--- src/rtl/psclk_pkg.sv ---
// Shared constants and types for the power-save clock controller.
// Assumes: control word layout fixed by the field widths below.
package psclk_pkg;
    localparam int PS_DIV_BITS = 3;
    localparam int PS_NUM_OUT  = 2;
    localparam int PS_CTL_W    = PS_DIV_BITS + 1 + 2 * PS_NUM_OUT;

    // Source choice of one clock output (select bit value).
    typedef enum logic {
        SRC_FUND = 1'b0,
        SRC_CPU  = 1'b1
    } clk_src_e;
endpackage

--- src/rtl/psclk_regs.sv ---
// Control word holding divisor code, power-save enable, output selects and
// drive enables. A hardware interrupt clears the power-save enable and wins
// over a same-cycle write. Assumes irq inputs are synchronous to clk.
module psclk_regs #(
    parameter int DIV_BITS = 3,
    parameter int NUM_OUT  = 2,
    parameter int CTL_W    = DIV_BITS + 1 + 2 * NUM_OUT
) (
    input  logic               clk,
    input  logic               rst_n,
    input  logic               wr_en,
    input  logic [CTL_W-1:0]   wr_data,
    input  logic               irq_valid,
    input  logic               irq_is_hw,
    output logic [DIV_BITS-1:0] div_code,
    output logic               ps_en,
    output logic [NUM_OUT-1:0] sel,
    output logic [NUM_OUT-1:0] drv,
    output logic [CTL_W-1:0]   rd_data
);
    localparam int PS_BIT  = DIV_BITS;
    localparam int SEL_LSB = DIV_BITS + 1;
    localparam int DRV_LSB = SEL_LSB + NUM_OUT;
    localparam logic [CTL_W-1:0] RST_WORD =
        {{NUM_OUT{1'b1}}, {NUM_OUT{1'b0}}, 1'b0, {DIV_BITS{1'b0}}};

    logic [CTL_W-1:0] ctl_q;
    logic             hw_exit;

    // Decode a hardware interrupt event.
    assign hw_exit = irq_valid && irq_is_hw;

    // Hold the control word; hardware interrupt overrides the enable bit.
    always_ff @(posedge clk) begin
        if (!rst_n) begin
            ctl_q <= RST_WORD;
        end else begin
            if (wr_en) begin
                ctl_q <= wr_data;
            end
            if (hw_exit) begin
                ctl_q[PS_BIT] <= 1'b0;
            end
        end
    end

    // Split the word into its fields.
    assign div_code = ctl_q[DIV_BITS-1:0];
    assign ps_en    = ctl_q[PS_BIT];
    assign sel      = ctl_q[SEL_LSB +: NUM_OUT];
    assign drv      = ctl_q[DRV_LSB +: NUM_OUT];
    assign rd_data  = ctl_q;

    AST_HW_EXIT: assert property (@(posedge clk) disable iff (!rst_n)
        (irq_valid && irq_is_hw) |=> !ps_en);
    AST_SW_KEEP: assert property (@(posedge clk) disable iff (!rst_n)
        (ps_en && irq_valid && !irq_is_hw && !wr_en) |=> ps_en);
endmodule

--- src/rtl/psclk_fund.sv ---
// Fundamental clock generator. Latches the strap during reset and produces a
// square wave whose half-period is MUL_HALF clk cycles (strap = 1) or
// MUL_HALF*MUL_FACTOR cycles (strap = 0). Also flags each toggle.
// Assumes the strap is steady during the last cycles of reset.
module psclk_fund #(
    parameter int MUL_HALF   = 1,
    parameter int MUL_FACTOR = 4
) (
    input  logic clk,
    input  logic rst_n,
    input  logic strap_mul,
    output logic fund_q,
    output logic fund_tgl
);
    localparam int BASE_HALF = MUL_HALF * MUL_FACTOR;
    localparam int CW        = $clog2(BASE_HALF + 1);

    logic          strap_q;
    logic [CW-1:0] fcnt;
    logic [CW-1:0] half_m1;

    // Capture the strap only while reset is asserted.
    always_ff @(posedge clk) begin
        if (!rst_n) begin
            strap_q <= strap_mul;
        end
    end

    // Terminal count of one fundamental half-period.
    assign half_m1  = strap_q ? CW'(MUL_HALF - 1) : CW'(BASE_HALF - 1);
    assign fund_tgl = (fcnt == half_m1);

    // Count half-periods and toggle the fundamental clock.
    always_ff @(posedge clk) begin
        if (!rst_n) begin
            fcnt   <= '0;
            fund_q <= 1'b0;
        end else if (fund_tgl) begin
            fcnt   <= '0;
            fund_q <= ~fund_q;
        end else begin
            fcnt   <= fcnt + 1'b1;
        end
    end

    AST_STRAP_HELD: assert property (@(posedge clk) disable iff (!rst_n)
        $stable(strap_q));
endmodule

--- src/rtl/psclk_div.sv ---
// Power-save divider. Counts fundamental half-periods and toggles the CPU
// clock every 2^k of them. The active code k is reloaded only when a full
// CPU period ends (high-to-low toggle), so no phase is ever shortened.
// Assumes fund_tgl marks every fundamental edge.
module psclk_div #(
    parameter int DIV_BITS = 3
) (
    input  logic                clk,
    input  logic                rst_n,
    input  logic                fund_q,
    input  logic                fund_tgl,
    input  logic                ps_en,
    input  logic [DIV_BITS-1:0] div_code,
    output logic                cpu_q
);
    localparam int MAXK = (1 << DIV_BITS) - 1;
    localparam int HW   = MAXK;

    logic [DIV_BITS-1:0] act_k;
    logic [DIV_BITS-1:0] eff_k;
    logic [HW-1:0]       hcnt;
    logic [HW-1:0]       limit;
    logic                cpu_tgl;

    // Requested code: full speed whenever power-save is off.
    assign eff_k   = ps_en ? div_code : '0;
    // Last half-period index of a CPU phase: 2^act_k - 1.
    assign limit   = {HW{1'b1}} >> (DIV_BITS'(MAXK) - act_k);
    assign cpu_tgl = fund_tgl && (hcnt == limit);

    // Advance the phase counter and toggle the CPU clock at its end.
    always_ff @(posedge clk) begin
        if (!rst_n) begin
            hcnt  <= '0;
            cpu_q <= 1'b0;
            act_k <= '0;
        end else if (cpu_tgl) begin
            hcnt  <= '0;
            cpu_q <= ~cpu_q;
            if (cpu_q) begin
                act_k <= eff_k;
            end
        end else if (fund_tgl) begin
            hcnt  <= hcnt + 1'b1;
        end
    end

    AST_SWITCH_AT_EDGE: assert property (@(posedge clk) disable iff (!rst_n)
        !$stable(act_k) |-> $fell(cpu_q));
    AST_CPU_ALIGN: assert property (@(posedge clk) disable iff (!rst_n)
        !$stable(cpu_q) |-> !$stable(fund_q));
endmodule

--- src/rtl/psclk_outsel.sv ---
// Output stage: for each output, pick fundamental or CPU clock and gate it
// with its drive enable; a disabled output sits low.
// Assumes select/enable changes are rare and made by software.
module psclk_outsel #(
    parameter int NUM_OUT = 2
) (
    input  logic               fund_q,
    input  logic               cpu_q,
    input  logic [NUM_OUT-1:0] sel,
    input  logic [NUM_OUT-1:0] drv,
    output logic [NUM_OUT-1:0] clk_out
);
    import psclk_pkg::*;

    for (genvar i = 0; i < NUM_OUT; i++) begin : g_out
        // Source mux and drive gate for output i.
        always_comb begin
            clk_out[i] = 1'b0;
            if (drv[i]) begin
                clk_out[i] = (clk_src_e'(sel[i]) == SRC_CPU) ? cpu_q : fund_q;
            end
        end
    end
endmodule

--- src/rtl/psclk_ctrl.sv ---
// Top of the power-save clock controller: control word, fundamental
// generator, boundary-safe power-save divider and output selection.
// Assumes clk runs at twice the multiplied fundamental rate.
module psclk_ctrl
    import psclk_pkg::*;
#(
    parameter int DIV_BITS   = PS_DIV_BITS,
    parameter int NUM_OUT    = PS_NUM_OUT,
    parameter int MUL_HALF   = 1,
    parameter int MUL_FACTOR = 4,
    parameter int CTL_W      = DIV_BITS + 1 + 2 * NUM_OUT
) (
    input  logic               clk,
    input  logic               rst_n,
    input  logic               strap_mul,
    input  logic               wr_en,
    input  logic [CTL_W-1:0]   wr_data,
    output logic [CTL_W-1:0]   rd_data,
    input  logic               irq_valid,
    input  logic               irq_is_hw,
    output logic               fund_clk,
    output logic               cpu_clk,
    output logic [NUM_OUT-1:0] clk_out
);
    logic [DIV_BITS-1:0] div_code;
    logic                ps_en;
    logic [NUM_OUT-1:0]  sel;
    logic [NUM_OUT-1:0]  drv;
    logic                fund_tgl;

    psclk_regs #(.DIV_BITS(DIV_BITS), .NUM_OUT(NUM_OUT), .CTL_W(CTL_W)) u_regs (
        .clk(clk), .rst_n(rst_n), .wr_en(wr_en), .wr_data(wr_data),
        .irq_valid(irq_valid), .irq_is_hw(irq_is_hw),
        .div_code(div_code), .ps_en(ps_en), .sel(sel), .drv(drv),
        .rd_data(rd_data)
    );

    psclk_fund #(.MUL_HALF(MUL_HALF), .MUL_FACTOR(MUL_FACTOR)) u_fund (
        .clk(clk), .rst_n(rst_n), .strap_mul(strap_mul),
        .fund_q(fund_clk), .fund_tgl(fund_tgl)
    );

    psclk_div #(.DIV_BITS(DIV_BITS)) u_div (
        .clk(clk), .rst_n(rst_n), .fund_q(fund_clk), .fund_tgl(fund_tgl),
        .ps_en(ps_en), .div_code(div_code), .cpu_q(cpu_clk)
    );

    psclk_outsel #(.NUM_OUT(NUM_OUT)) u_out (
        .fund_q(fund_clk), .cpu_q(cpu_clk), .sel(sel), .drv(drv),
        .clk_out(clk_out)
    );
endmodule

--- config.mk ---
export PLATFORM = sky130hd
export DESIGN_NAME = psclk_ctrl
export DESIGN_NICKNAME = d
export VERILOG_FILES = /design/src/rtl/psclk_pkg.sv /design/src/rtl/psclk_regs.sv /design/src/rtl/psclk_fund.sv /design/src/rtl/psclk_div.sv /design/src/rtl/psclk_outsel.sv /design/src/rtl/psclk_ctrl.sv
export SDC_FILE = /design/constraint.sdc
export NUM_CORES = 1
export LEC_CHECK = 0
export BUFFER_PORTS_ARGS = -buffer_cell sky130_fd_sc_hd__clkbuf_2
export CORE_MARGIN = 3
export CORE_UTILIZATION = 55
export DETAILED_ROUTE_END_ITERATION = 8
export GPL_TIMING_DRIVEN = 0
export PLACE_DENSITY = 0.79
export SYNTH_ARGS = -nofsm -noshare
export SYNTH_HDL_FRONTEND = slang
export SYNTH_SLANG_ARGS = --single-unit
--- constraint.sdc ---
create_clock -name clk -period 6 [get_ports clk]
set_clock_uncertainty 0.2 [all_clocks]
set_input_delay 0.9 -clock clk [delete_from_list [all_inputs] [get_ports clk]]
set_output_delay 0.9 -clock clk [all_outputs]
set_load 0.005 [all_outputs]
# After elaboration in Yosys (flattened, before gate mapping)
# Cells that the tools add are included.
dict set report classes {
  addsub 3
  eq_ne 2
  n_shift 1
  n_mux 6
  n_bitwise 3
  n_reduce_logical 6
}
# cell count
set ops {}
lappend ops {{adder 7 x 1 -> 7 bit, second input constant} 1}
lappend ops {{== test 7 bit} 1}
lappend ops {{right shift 7 x 3 -> 7 bit, first input constant} 1}
lappend ops {{OR reduction 2 bit} 3}
lappend ops {{2-to-1 mux 1 bit} 4}
lappend ops {{adder 3 x 1 -> 3 bit, second input constant} 1}
lappend ops {{== test 3 bit} 1}
lappend ops {{2-to-1 mux 3 bit} 1}
lappend ops {{NOT 1 bit} 3}
lappend ops {{subtractor 3 bit, first input constant} 1}
lappend ops {{logical AND 1 bit} 2}
lappend ops {{2-to-1 mux 2 bit} 1}
lappend ops {{AND reduction 2 bit} 1}
dict set report totals {
  regBits 24
  inputBits 14
  output_inout_bits 12
  elab_cells 29
}

# Longest topological paths before layout
dict set report logic_depth {
  depth_word 5
  mapped_depth 6
}

# By module
# From an unflattened synthesis, not the netlist that was laid out.
dict set report unflattened {
  cells_unflattened 131
  hier_area_um2 1248.7
}
# mod n_inst cells_each area_each_um2 seq_area_each_um2
set modules_own_cells {}
lappend modules_own_cells {psclk_div 1 73 628.1 220.2}
lappend modules_own_cells {psclk_regs 1 34 367.9 160.2}
lappend modules_own_cells {psclk_fund 1 20 220.2 110.1}
lappend modules_own_cells {psclk_outsel 1 4 32.5 0.0}

# Worst setup path before layout
# No wires, ideal clock.
dict set report synth_path {
  path_type {reg2reg}
  start {reg u_fund.fcnt[0]}
  end {reg u_div.act_k[0]}
  setup_ns 0.072
  arrival_ns 1.635
  path_slack_ns 4.094
  stages_incl_launch_ff 6
  n_path_buf 0
  period_less_slack_ns 1.906
  path_cell_list {dfxtp_1 > or3b_4 > a21oi_4 > o2111ai_2 > nor3_2 > mux2i_1}
}
dict set report synth_between {
  elab_chain_cells 3
}
# element line_no
set synth_rtl {}
lappend synth_rtl {{from (decl)} psclk_fund.sv:19} ;# logic [CW-1:0] fcnt;
lappend synth_rtl {{from (signal assigned)} psclk_fund.sv:42} ;# fcnt <= fcnt + 1'b1;
lappend synth_rtl {{== test 3 bit} psclk_fund.sv:31} ;# assign fund_tgl = (fcnt == half_m1);
lappend synth_rtl {{logical AND 1 bit} psclk_div.sv:29} ;# assign cpu_tgl = fund_tgl && (hcnt == limit);
lappend synth_rtl {{AND reduction 2 bit (no source line)} -}
lappend synth_rtl {{to (signal assigned)} psclk_div.sv:41} ;# act_k <= eff_k;
lappend synth_rtl {{to (decl)} psclk_div.sv:19} ;# logic [DIV_BITS-1:0] act_k;
# Every way passes these cells.
# A chain may end at the register's enable or synchronous reset.

# Worst setup path after layout
dict set report layout_path {
  start {reg u_fund.fcnt[0]}
  end {reg u_div.hcnt[5]}
}
dict set report layout_between {
  elab_chain_cells 3
}
# element line_no
set layout_rtl {}
lappend layout_rtl {{== test 3 bit *} psclk_fund.sv:31}
lappend layout_rtl {{logical AND 1 bit} psclk_div.sv:29}
lappend layout_rtl {{OR reduction 2 bit (no source line)} -}
lappend layout_rtl {{to (signal assigned)} psclk_div.sv:44} ;# hcnt <= hcnt + 1'b1;
lappend layout_rtl {{to (decl)} psclk_div.sv:21} ;# logic [HW-1:0] hcnt;
# Mark *: on every way between the ends. The rest lies on a longest branch, timed or not.

==> out/results.tsv <==
stage	metric	value	unit
outcome	status	completed	
sta	relSlewSlack	62.9	%
routing	via_per_inst	5.19	
power_and_ir_drop	leakagePower	0.000547	µW
routing	ant_nets	0	
clock_tree	clkSlewWorstSetupHoldPaths	0.11	ns
flow_run	cap_violations	0	
yosys	yosysTopAreaCell	dfxtp_1	
finish	final_common_cell	clkbuf_2	
setup_path	criticalPathCategory	reg2reg	
sta	tns	0	ns
placed_design	dp_hpwl	1670	µm
setup_path	critPathSlowestCell	o21ai_1	
floorplanning	start_util	61.4	%
setup_path	end_kind	flop	
yosys	syn_avg_cell_area	9.16	µm²
floorplanning	core-area	1820	µm²
yosys	synth_area_leaders	dfxtp_1 (41%), mux2i_1 (12%), nor2_1 (5.0%)	
yosys	yosys_warnings	0	
power_and_ir_drop	p_per_area	249	nW/µm²
grt	grt_max_degree	14	
clock_tree	clk_latency	0.32	ns
routing	wirelength	2130	µm
setup_path	critPathMaxStageDelay	0.48	ns
yosys	yosysSeqAreaShare	43.9	%
routing	route.vias.total	909	
clock_tree	cts_resized	0	
worst_hold_path	min_path_type	reg2reg	
clock_tree	htree_levels	1	
power_and_ir_drop	finalPower	325	µW
yosys	synth.cell_area	1120	µm²
setup_path	cp_top_family	compound AO/OA/AOI/OAI gates	
setup_path	required	5.99	ns
sta	finalHoldViolCount	0	
routing	wire_per_inst	12.2	µm
sta	fin_crit_sh	36.8	%
routing	drtIter0Drc	9	
clock_tree	clk_path_buf_depth	2	
finish	final_cell_mix	clkbuf_2 (24), dfxtp_1 (23), nor2_1 (15)	
setup_path	crit_fanout	9	
sta	setup_violations	0	
power_and_ir_drop	vdd_drop_max	0.000188	V
sta	tightest_slew	0.557	ns
floorplanning	die_h	51.1	µm
finish	num_antenna_cells	0	
sta	final_max_slew_viol_count	0	
clock_tree	clock_sinks	24	
setup_path	critical_path.cell_chain	or3b_4, a21oi_4, o2111ai_2, o21ai_1, nor2_1	
routing	drc	0	
clock_tree	cts_tree	yes	
grt	grt_pass1_wl	3810	µm
floorplanning	die_x	51.1	µm
grt	grt_pass1_vias	874	
placed_design	port_buffers	24	
yosys	ys_seq_elements	24	
clock_tree	postCtsSetupBuffers	0	
routing	drtPass1Iterations	4	
yosys	synth_nets	138	
setup_path	path_buf_inv	0	
yosys	yosysUniqueCellTypes	33	
finish	drive_gt1_share	22.7	%
setup_path	start_kind	flop	
clock_tree	hold_buffers	0	
placed_design	place_area	1270	µm²
clock_tree	cts_made_buffers	3	
finish	layout.nets	167	
sta	fin_crit	2.21	ns
placed_design	place.gp.congestion	0.760	
yosys	synth.top_cell.area_share	41.2	%
sta	rsz0062_at_grt	no	
floorplanning	io_pins	26	
floorplanning	rows	15	
grt	grt_usage	19.9	%
setup_path	critPathArrivalTime	2.20	ns
finish	stdcell_area	1310	µm²
yosys	postSynthCellCount	122	
sta	max_freq	453	MHz
grt	grt_overflow	0	
grt	antenna_found_initial	0	
clock_tree	cts_root_buffer	clkbuf_4	
finish	syn_to_final_growth	16.8	%
floorplanning	die_area	2610	µm²
-- report_power, final --
part	switching [µW]	total, µW	internal, µW
Combinational	29.6	60.1	30.5
Sequential	11.3	182	171
Clock	45.7	82.9	37.1
Total	86.6	325	239
-- cells by family after synthesis --
kind of cell    Yosys count  synth area share [%]
fa+ha+maj                 2                  2.24
mux                      13                  11.6
simple gates             46                  20.8
xor+xnor                  8                  6.27
compound gates           18                  11.1
buf+inv                  11                  4.03
flops                    24                  43.9
-- through the flow --
stage / setup WS [ns] / instances / utilization, % / hold WS [ns]
floorplan: 4.09 / 122 / - / 0.230
detailed placement: 3.77 / 171 / 69.7 / 0.260
finish: 3.79 / 175 / 71.7 / 0.290
CTS: 3.76 / 175 / 71.7 / 0.289
global route: 3.57 / 175 / 71.7 / 0.311
global placement: 3.79 / 171 / 69.7 / 0.245
-- registers in the layout, summed over array words and instances, names as in the netlist --
register,cells
u_div.act_k,3
u_div.cpu_q,1
u_div.hcnt,7
u_fund.fcnt,3
u_fund.fund_q,1
u_fund.strap_q,1
u_regs.rd_data,8
-- metal layers --
layer	wire [µm]	part of all wire, %	vias to the layer above	GRT usage [%]
li1	-	-	476	-
met1	956	45	408	23.6
met2	1020	48	21	32.4
met3	115	5.4	4	6.12
met4	42	2.0	0	9.42
met5	0	0	-	0
-- cell usage after synthesis --
master      n
xnor2_1     5
a21oi_1     3
and3_1      1
nand4_1     2
or2_2       1
ha_1        2
a31oi_1     1
o2111ai_2   1
mux2i_1    13
o211ai_1    1
clkinv_1    1
nor2_1     15
or3b_4      1
a21oi_4     1
edfxtp_1    1
xor2_1      3
nor3_2      1
buf_4       1
nand3b_1    1
o21ai_1     1
nor2b_1     4
nand2b_1    1
inv_1       6
nand2_1    10
nor4_1      2
nand4b_1    1
dfxtp_1    23
or3_1       2
nand3_1     4
o21ai_0     8
a221o_1     1
clkbuf_1    3
a221oi_1    1
-- final timing paths --
| path | startpoint | end | slack, ns | depth (start not counted) |
|---|---|---|---|---|
| hold / removal | u_fund.fcnt[0] | u_fund.fcnt[0] | 0.29 | 1 |
| setup / recovery | u_fund.fcnt[0] | u_div.hcnt[5] | 3.79 | 5 |
| setup reg to reg | u_fund.fcnt[0] | u_div.hcnt[5] | 3.79 | 5 |
| hold reg to reg | u_fund.fcnt[0] | u_fund.fcnt[0] | 0.29 | 1 |
-- final cells by class --
type                       instances  area [µm²]
tap                               25        31.3
fill                             159         515
inverter                           7        26.3
sequential                        24         490
multi-input combinational         87         582
timing repair buffer              24         120
buffer                             4        18.8
clock buffer                       4        36.3
No activity file was read; power rests on OpenSTA's default activity.
